[src/rtl/brp_pkg.sv]
// Shared definitions for the static branch predictor.
// Assumes the instruction size is fixed at four bytes.
package brp_pkg;

    typedef enum logic [1:0] {
        BK_NONE   = 2'b00,
        BK_UNCOND = 2'b01,
        BK_COND   = 2'b10,
        BK_REG    = 2'b11
    } br_kind_e;

    localparam int INSN_BYTES = 4;

endpackage

[src/rtl/brp_predict.sv]
// Decode-side direction guess and relative target adder.
// Purely combinational. Assumes dec_disp is a two's complement byte offset.
module brp_predict
    import brp_pkg::*;
#(
    parameter int AW = 32,
    parameter int DW = 16
) (
    input  logic          valid,
    input  logic [AW-1:0] pc,
    input  logic [1:0]    kind,
    input  logic [DW-1:0] disp,
    output logic          pred_taken,
    output logic [AW-1:0] target
);

    logic [AW-1:0] disp_ext;
    br_kind_e      kind_e;

    assign kind_e = br_kind_e'(kind);

    // Sign extension or truncation of the displacement, picked by width.
    generate
        if (DW < AW) begin : g_extend
            assign disp_ext = {{(AW-DW){disp[DW-1]}}, disp};
        end else begin : g_trunc
            assign disp_ext = disp[AW-1:0];
        end
    endgenerate

    // Target wraps at the address width.
    assign target = pc + disp_ext;

    // Direction rule per branch kind.
    always_comb begin
        unique case (kind_e)
            BK_UNCOND: pred_taken = valid;
            BK_COND:   pred_taken = valid & disp[DW-1];
            default:   pred_taken = 1'b0;
        endcase
    end

endmodule

[src/rtl/brp_resolve.sv]
// Resolution-stage mispredict detection and recovery address choice.
// Purely combinational; the real outcome arrives in the same cycle.
module brp_resolve
    import brp_pkg::*;
#(
    parameter int AW = 32
) (
    input  logic          ex_valid,
    input  logic [1:0]    ex_kind,
    input  logic          ex_pred,
    input  logic [AW-1:0] ex_pc,
    input  logic [AW-1:0] ex_target,
    input  logic          res_taken,
    input  logic [AW-1:0] res_reg_target,
    output logic          mispredict,
    output logic [AW-1:0] recover_pc
);

    localparam logic [AW-1:0] STEP = AW'(INSN_BYTES);

    logic is_branch;
    assign is_branch = (br_kind_e'(ex_kind) != BK_NONE);

    // Wrong guess only for a branch whose direction disagrees.
    assign mispredict = ex_valid & is_branch & (res_taken != ex_pred);

    // Fall-through after a bad taken guess, else the real target.
    always_comb begin
        if (ex_pred)
            recover_pc = ex_pc + STEP;
        else if (br_kind_e'(ex_kind) == BK_REG)
            recover_pc = res_reg_target;
        else
            recover_pc = ex_target;
    end

endmodule

[src/rtl/brp_carry.sv]
// One-entry slot carrying a decoded instruction and its guess to resolution.
// A same-cycle mispredict discards the incoming (younger) instruction.
module brp_carry #(
    parameter int AW = 32
) (
    input  logic          clk,
    input  logic          rst_n,
    input  logic          in_valid,
    input  logic          kill,
    input  logic [AW-1:0] in_pc,
    input  logic [1:0]    in_kind,
    input  logic          in_pred,
    input  logic [AW-1:0] in_target,
    output logic          out_valid,
    output logic [AW-1:0] out_pc,
    output logic [1:0]    out_kind,
    output logic          out_pred,
    output logic [AW-1:0] out_target
);

    // Valid bit: cleared by reset or by a flush from resolution.
    always_ff @(posedge clk) begin
        if (!rst_n)
            out_valid <= 1'b0;
        else
            out_valid <= in_valid & ~kill;
    end

    // Payload: captured whenever a live instruction enters.
    always_ff @(posedge clk) begin
        if (!rst_n) begin
            out_pc     <= '0;
            out_kind   <= '0;
            out_pred   <= 1'b0;
            out_target <= '0;
        end else if (in_valid & ~kill) begin
            out_pc     <= in_pc;
            out_kind   <= in_kind;
            out_pred   <= in_pred;
            out_target <= in_target;
        end
    end

endmodule

[src/rtl/brp_redirect.sv]
// Registered fetch redirect with resolution-over-decode priority.
// Assumes each request is already qualified by its stage's valid.
module brp_redirect #(
    parameter int AW = 32
) (
    input  logic          clk,
    input  logic          rst_n,
    input  logic          res_req,
    input  logic [AW-1:0] res_pc,
    input  logic          dec_req,
    input  logic [AW-1:0] dec_pc,
    output logic          redir_valid,
    output logic [AW-1:0] redir_pc,
    output logic          redir_from_res
);

    // Register the winning request for one cycle.
    always_ff @(posedge clk) begin
        if (!rst_n) begin
            redir_valid    <= 1'b0;
            redir_pc       <= '0;
            redir_from_res <= 1'b0;
        end else begin
            redir_valid    <= res_req | dec_req;
            redir_from_res <= res_req;
            if (res_req)
                redir_pc <= res_pc;
            else if (dec_req)
                redir_pc <= dec_pc;
        end
    end

endmodule

[src/rtl/brp_unit.sv]
// Static branch predictor with decode redirect and mispredict recovery.
// Decode guesses from kind and displacement sign; the slot instruction is
// resolved one cycle later with an externally supplied outcome.
// Assumes DW <= AW for a meaningful sign extension.
module brp_unit #(
    parameter int AW = 32,
    parameter int DW = 16
) (
    input  logic          clk,
    input  logic          rst_n,
    input  logic          dec_valid,
    input  logic [AW-1:0] dec_pc,
    input  logic [1:0]    dec_kind,
    input  logic [DW-1:0] dec_disp,
    output logic          ex_valid,
    output logic [AW-1:0] ex_pc,
    output logic [1:0]    ex_kind,
    output logic          ex_pred_taken,
    output logic [AW-1:0] ex_target,
    input  logic          res_taken,
    input  logic [AW-1:0] res_reg_target,
    output logic          redir_valid,
    output logic [AW-1:0] redir_pc,
    output logic          redir_from_res
);

    logic          guess;
    logic [AW-1:0] guess_tgt;
    logic          mis;
    logic [AW-1:0] rec_pc;

    brp_predict #(.AW(AW), .DW(DW)) u_pred (
        .valid      (dec_valid),
        .pc         (dec_pc),
        .kind       (dec_kind),
        .disp       (dec_disp),
        .pred_taken (guess),
        .target     (guess_tgt)
    );

    brp_resolve #(.AW(AW)) u_res (
        .ex_valid       (ex_valid),
        .ex_kind        (ex_kind),
        .ex_pred        (ex_pred_taken),
        .ex_pc          (ex_pc),
        .ex_target      (ex_target),
        .res_taken      (res_taken),
        .res_reg_target (res_reg_target),
        .mispredict     (mis),
        .recover_pc     (rec_pc)
    );

    brp_carry #(.AW(AW)) u_carry (
        .clk        (clk),
        .rst_n      (rst_n),
        .in_valid   (dec_valid),
        .kill       (mis),
        .in_pc      (dec_pc),
        .in_kind    (dec_kind),
        .in_pred    (guess),
        .in_target  (guess_tgt),
        .out_valid  (ex_valid),
        .out_pc     (ex_pc),
        .out_kind   (ex_kind),
        .out_pred   (ex_pred_taken),
        .out_target (ex_target)
    );

    brp_redirect #(.AW(AW)) u_redir (
        .clk            (clk),
        .rst_n          (rst_n),
        .res_req        (mis),
        .res_pc         (rec_pc),
        .dec_req        (guess & ~mis),
        .dec_pc         (guess_tgt),
        .redir_valid    (redir_valid),
        .redir_pc       (redir_pc),
        .redir_from_res (redir_from_res)
    );

endmodule

[config.mk]
export PLATFORM = sky130hd
export DESIGN_NAME = brp_unit
export DESIGN_NICKNAME = d
export VERILOG_FILES = /design/src/rtl/brp_pkg.sv /design/src/rtl/brp_predict.sv /design/src/rtl/brp_resolve.sv /design/src/rtl/brp_carry.sv /design/src/rtl/brp_redirect.sv /design/src/rtl/brp_unit.sv
export SDC_FILE = /design/constraint.sdc
export NUM_CORES = 1
export LEC_CHECK = 0
export BUFFER_PORTS_ARGS = -buffer_cell sky130_fd_sc_hd__buf_2
export CELL_PAD_IN_SITES_DETAIL_PLACEMENT = 1
export CELL_PAD_IN_SITES_GLOBAL_PLACEMENT = 2
export CORE_UTILIZATION = 29
export DETAILED_ROUTE_END_ITERATION = 12
export PLACE_DENSITY = 0.81
export SLEW_MARGIN = 10
export SYNTH_ARGS = -nofsm -noshare
export SYNTH_HDL_FRONTEND = slang
export SYNTH_SLANG_ARGS = --single-unit
[constraint.sdc]
create_clock -name clk -period 3.6 [get_ports clk]
set_input_delay 0.72 -clock clk [delete_from_list [all_inputs] [get_ports clk]]
set_output_delay 0.72 -clock clk [all_outputs]
set_load 0.005 [all_outputs]
# Word level (Yosys, flattened, before mapping)
# Cells that the tools add are included.
totals:
  wordCells: 28
  romBits: 0
  inputBits: 86
  latch_bits: 0
  regBits: 102
  mem_bits_rw: 0
  n_memories: 0
classes:
  reduce_logical: 2
  n_mux: 5
  n_div: 0
  n_mul: 0
  eq_ne: 4
  n_lt_le_gt_ge: 0
  shift: 0
  n_addsub: 2
  n_bitwise: 7
op_table:
  columns: ["cell", "count"]
  rows:
  - ["two-way mux 32 bit", 4]
  - ["adder 32 x 3 -> 32 bit, second input constant", 1]
  - ["adder 32 bit", 1]
  - ["bitwise AND 1 bit", 5]
  - ["== test 2 bit, second input constant", 2]
  - ["nonzero test 2 bit", 2]
  - ["== test 2 x 1 -> 1 bit, second input constant", 1]
  - ["case mux 1 bit (2 select lines)", 1]
  - ["!= test 1 bit", 1]
  - ["inverter 1 bit", 1]
  - ["bitwise OR 1 bit", 1]

# Logic depth before layout (Yosys ltp)
depth:
  depth_word: 7
  ltp_mapped: 10
  mapped_depth_nobuf: 10

# Hierarchy
# From an unflattened synthesis, not the netlist that was laid out.
hier_totals:
  hier_cells: 923
  area_unflattened_um2: 7718.7
modules_own_cells:
  columns: ["module", "cells_each", "instances", "seq_area_each_um2", "area_per_inst_um2"]
  rows:
  - ["brp_carry", 294, 1, 1361.3, 2697.6]
  - ["brp_predict", 274, 1, 0.0, 1900.6]
  - ["brp_redirect", 147, 1, 680.7, 1805.5]
  - ["brp_resolve", 207, 1, 0.0, 1301.2]
  - ["brp_unit", 1, 1, 0.0, 13.8]

# Worst setup path after synthesis
# OpenSTA, ideal clock, no wires.
synth_timing:
  kind: "input -> register"
  startpoint: "in dec_pc[0]"
  endpoint: "reg u_redir.redir_pc[18]"
  t_arrival_ps: 3067
  setup_time_ps: 95
  required_ps: 3505
  n_path_buf: 0
  slack_ps: 437
  path_stages: 10
  cell_sequence: "ha_1 > fa_1 > a21o_1 > a221oi_2 > nor3_2 > or3_2 > a21oi_1 > xnor2_1 > nand2_1 > a221oi_1"
synth_via:
  elab_chain_len: 3
synth_rtl:
  columns: ["element", "line", "text"]
  rows:
  - ["start: declaration", "brp_unit.sv:12", "input logic [AW-1:0] dec_pc,"]
  - ["adder 32 bit", "brp_predict.sv:32", "assign target = pc + disp_ext;"]
  - ["two-way mux 32 bit", "brp_redirect.sv:28", "else if (dec_req)"]
  - ["two-way mux 32 bit", "brp_redirect.sv:26", "if (res_req)"]
  - ["end signal: assignment", "brp_redirect.sv:27", "redir_pc <= res_pc;"]
  - ["end signal: assignment", "brp_redirect.sv:29", "redir_pc <= dec_pc;"]
  - ["end: declaration", "brp_redirect.sv:13", "output logic [AW-1:0] redir_pc,"]
# No other way between the ends. The select of a mux whose other input is x is not followed.
# A chain may end at the register's enable or synchronous reset.

# Worst setup path after layout
layout_timing:
  startpoint: "in dec_pc[0]"
  endpoint: "reg u_carry.out_target[30]"
layout_via:
  elab_chain_len: 1
layout_rtl:
  columns: ["element", "line", "text"]
  rows:
  - ["adder 32 bit", "brp_predict.sv:32", null]
  - ["end signal: assignment", "brp_carry.sv:40", "out_target <= in_target;"]
  - ["end: declaration", "brp_carry.sv:18", "output logic [AW-1:0] out_target"]
# No other way between the ends.

==> impl_summary.md <==
Placed design
The HPWL after detailed placement is 20500 um. The setup slack after placement is 108 ps. Port buffering added 187 buffers.

Routability-driven placement finished with a final weighted congestion of 0.840.

GRT
The number of antenna violations at the first check in global routing came to 0. The total grt overflow is 0. Global routing consumed, over all layers together, 23.3% of the routing resources.

Entering global routing, the biggest net connects 67 pins. The first-pass GRT wire length is 43000 um. The via count of the first global-routing pass is 7220.

Timing
The portion of the clock cycle consumed by the worst path in the final layout is 86.5%. The smallest setup slack after layout is 484 ps. The final-report setup violation count is 0. The number of hold violations in the final report is 0. The maximum clock frequency is 321 MHz.

Between clock sinks in the finished design, the worst skew comes to 7.01 ps. The worst pin sits at a relative slew slack of 46.9%. The number of slew-limit violations in the final report is 0.

The final critical path time including I/O delays and setup is 3120 ps. Setup repair after global routing left no endpoint under its margin. In the final timing run, aggregate negative setup slack is 0 ps. The slew of the pin with the lowest slew margin is 797 ps.

Synth
The number of warnings printed during yosys synthesis is 0. Counting flops with an async set or reset pin after synthesis yields a share of 0%. The cell area after synthesis is 6740 um2. The fraction of post-synthesis cell area in the top cell type by area is 30.3%. The number of synthesized flops with an enable pin is 0.

Averaged over all synthesized cells, the footprint is 7.52 um2. Sequential elements use 30.3% of the synthesized area. Synthesis produced 897 cells. Sorting the synthesized cells by area gives the leading types as sky130_fd_sc_hd__dfxtp_1 30%, sky130_fd_sc_hd__nand2_1 11%, sky130_fd_sc_hd__a21oi_1 8.5%, sky130_fd_sc_hd__ha_1 6.3%, sky130_fd_sc_hd__xnor2_1 4.2%. When the netlist entered floorplanning its net count stood at 1018. The most used flip-flop cell after synthesis is sky130_fd_sc_hd__dfxtp_1. Synthesis inferred 102 register bits. After synthesis, the netlist uses 67 different library cells. The synthesized design spends more area on one cell type than any other, namely sky130_fd_sc_hd__dfxtp_1.

Run status
The flow ran to the end, and the final reports show no timing, DRC or antenna violations.

Drt
The total wirelength of the detailed-routed design is 27700 um. The routed length per placed instance is 20.7 um. The count of nets left with antenna violations once routing finished came out at 0.

The first detailed-routing pass took 5 iterations. After detailed routing, the number of remaining DRC violations is 0. Using the TritonRoute via totals, the vias-per-cell ratio works out to 5.43. The final route contains 7270 vias.

The first routing iteration left 377 violations.

Critical path
The kind of critical path is primary input to register. The worst endpoint required time is 3850 ps. Among all stages on the critical path, the largest delay is contributed by sky130_fd_sc_hd__fa_1.

The capturing element type of the critical path is a register. The worst path buffer plus inverter count is 2. The maximum fanout along the worst path is 4. In this run the register-to-register setup slack is 1020 ps.

The largest stage delay on the critical path is 410 ps. The cell class contributing the biggest share of worst-path delay is compound AO/OA/AOI/OAI gates. The first element of the critical path is dec_pc[0]. The signal on the critical path passes through buf_2 > ha_1 > fa_1 > a21o_1 > a221oi_2 > buf_4 > nor3_2 > o311ai_4 > a2111oi_2 > nor4_4 > a21oi_1 > a32o_1. The kind of start point of the critical path is a primary input.

In this run the critical register-to-register path is launched from u_carry.out_pc[4]. Data arrives at the worst endpoint at 3370 ps.

Die
The floorplan has 55 rows. The vertical extent of the die is 154 um. The initial utilization of the core area, before any placement, comes to 29.7%. The area of the placeable core is 22700 um2. The floorplan die area is 23900 um2. 188 I/O pins were placed. The die is 154 um wide.

Layout
In the layout the commonest cells are 192 x sky130_fd_sc_hd__nand2_1, 187 x sky130_fd_sc_hd__buf_2, 115 x sky130_fd_sc_hd__a21oi_1, 101 x sky130_fd_sc_hd__dfxtp_1, 42 x sky130_fd_sc_hd__nand3_1. The final layout contains 1172 nets. The fraction of final layout cells with drive strength greater than 1 is 23.1%. The synthesis-to-layout area growth is 22.4%. The library cell used most frequently in the layout, excluding fill and tap cells, is sky130_fd_sc_hd__nand2_1. The number of antenna diodes in the final layout is 0.

Power and ir drop
The static leakage is 3.68 nW. Dividing total power by cell area gives a power density of 382 nW/um2. Across the VDD grid, the largest voltage drop is 0.177 mV.

Clock network
The master cell of the clock root buffer is sky130_fd_sc_hd__clkbuf_16. The clock sink total is 102. In this run, CTS created clock tree buffers numbering 9. In this run the post-CTS setup repair buffer count came out at 0.

Once the clock tree was built, the resizer swapped 0 gates to a different size. After clock tree synthesis, the clock-pin slew on the worst setup and hold paths is 70 ps. The clock tree from TritonCTS is done.

The total of hold buffers inserted after clock tree synthesis is 0. The clock insertion delay at the later pin of the skew report is 360 ps. CTS built an H-tree with a depth of 3.

The worst-case clock buffer depth is 2.

Worst hold path
The type of the worst min-delay path is register to register. The startpoint of the worst hold path is u_carry.out_target[10].

Job
Across the run, the number of max-cap violations was 0.
## final timing paths
path                       endpoint  cells after the start
max          u_carry.out_target[30]                     12
min          u_carry.out_target[10]                      2
max reg2reg    u_redir.redir_pc[31]                      8
min reg2reg  u_carry.out_target[10]                      2
## synthesized netlist by cell type, drive strengths merged (6+ instances only)
| cell type | count |
|---|---|
| a211oi | 38 |
| a21o | 22 |
| inv | 9 |
| ha | 34 |
| dfxtp | 102 |
| clkbuf | 53 |
| xor2 | 24 |
| buf | 12 |
| or3 | 6 |
| a311oi | 14 |
| nand4 | 14 |
| o211ai | 14 |
| o21a | 7 |
| xnor2 | 32 |
| and2 | 9 |
| o21ai | 30 |
| nor2 | 36 |
| a21oi | 115 |
| nand2 | 193 |
| nand3 | 42 |
| mux2i | 7 |
| and3 | 22 |
## worst reg2reg max path: stages (launching register included)
cell and delay (ps):
sky130_fd_sc_hd__dfxtp_1 470, sky130_fd_sc_hd__and3_1 350, sky130_fd_sc_hd__nand4_1 290, sky130_fd_sc_hd__or3_1 550, sky130_fd_sc_hd__nor2_1 250, sky130_fd_sc_hd__xnor2_1 140, sky130_fd_sc_hd__a21oi_1 90, sky130_fd_sc_hd__a32oi_1 230
sky130_fd_sc_hd__o21ai_1 90
## final cells by class
class	instances	area, um2
fill	2856	14500
multi-input combinational	721	4420
sequential	102	2040
timing repair buffer	208	1120
tap	285	357
clock buffer	13	270
inverter	9	33.8
clock inverter	1	5.00
## sequential cells by signal, indices dropped and copies added, names as in the netlist
name and flops:
u_carry.out_kind 2, u_carry.out_pc 32, u_carry.out_pred 1, u_carry.out_target 32, u_carry.out_valid 1, u_redir.redir_from_res 1
u_redir.redir_pc 32, u_redir.redir_valid 1
## report_power, final
group          switching [mW]  leakage (nW)  total [mW]  internal (mW)
sequential             0.0923         0.838        1.31           1.21
combinational           0.503          2.71       0.855          0.352
clock                   0.472         0.138       0.992          0.520
## cell families (layout without fill, tap and decap cells)
family / after synthesis / count (layout) / synth area share (%)
AO/OA/AOI/OAI: 280 / 280 / 27.5
flip-flops: 102 / 102 / 30.3
XOR/XNOR: 56 / 56 / 7.28
buffers and inverters: 74 / 231 / 4.25
adder cells (fa/ha/maj): 35 / 35 / 6.61
multiplexers: 7 / 7 / 1.04
AND/OR/NAND/NOR: 343 / 343 / 23.1
## layer usage
layer | GRT usage, % | routed length, um
met5 | 0 | 0
met4 | 6.98 | 507
met3 | 1.91 | 893
met2 | 37.0 | 12300
met1 | 33.5 | 14000
## through the flow
| step | area, um2 | power (mW) | util, % | hold WS, ps | instances |
|---|---|---|---|---|---|
| 6_report | 8250 | 3.15 | 36.3 | 475 | 1339 |
| 2_1_floorplan | 6740 | 1.83 | - | 466 | 897 |
| 3_5_place_dp | 7970 | 2.18 | 35.1 | 463 | 1325 |
| 3_3_place_gp | 7970 | 2.17 | 35.1 | 460 | 1325 |
| 4_1_cts | 8250 | 3.17 | 36.3 | 473 | 1339 |
| 5_1_grt | 8250 | 3.31 | 36.3 | 497 | 1339 |
Power figures use the tool's default switching activity.
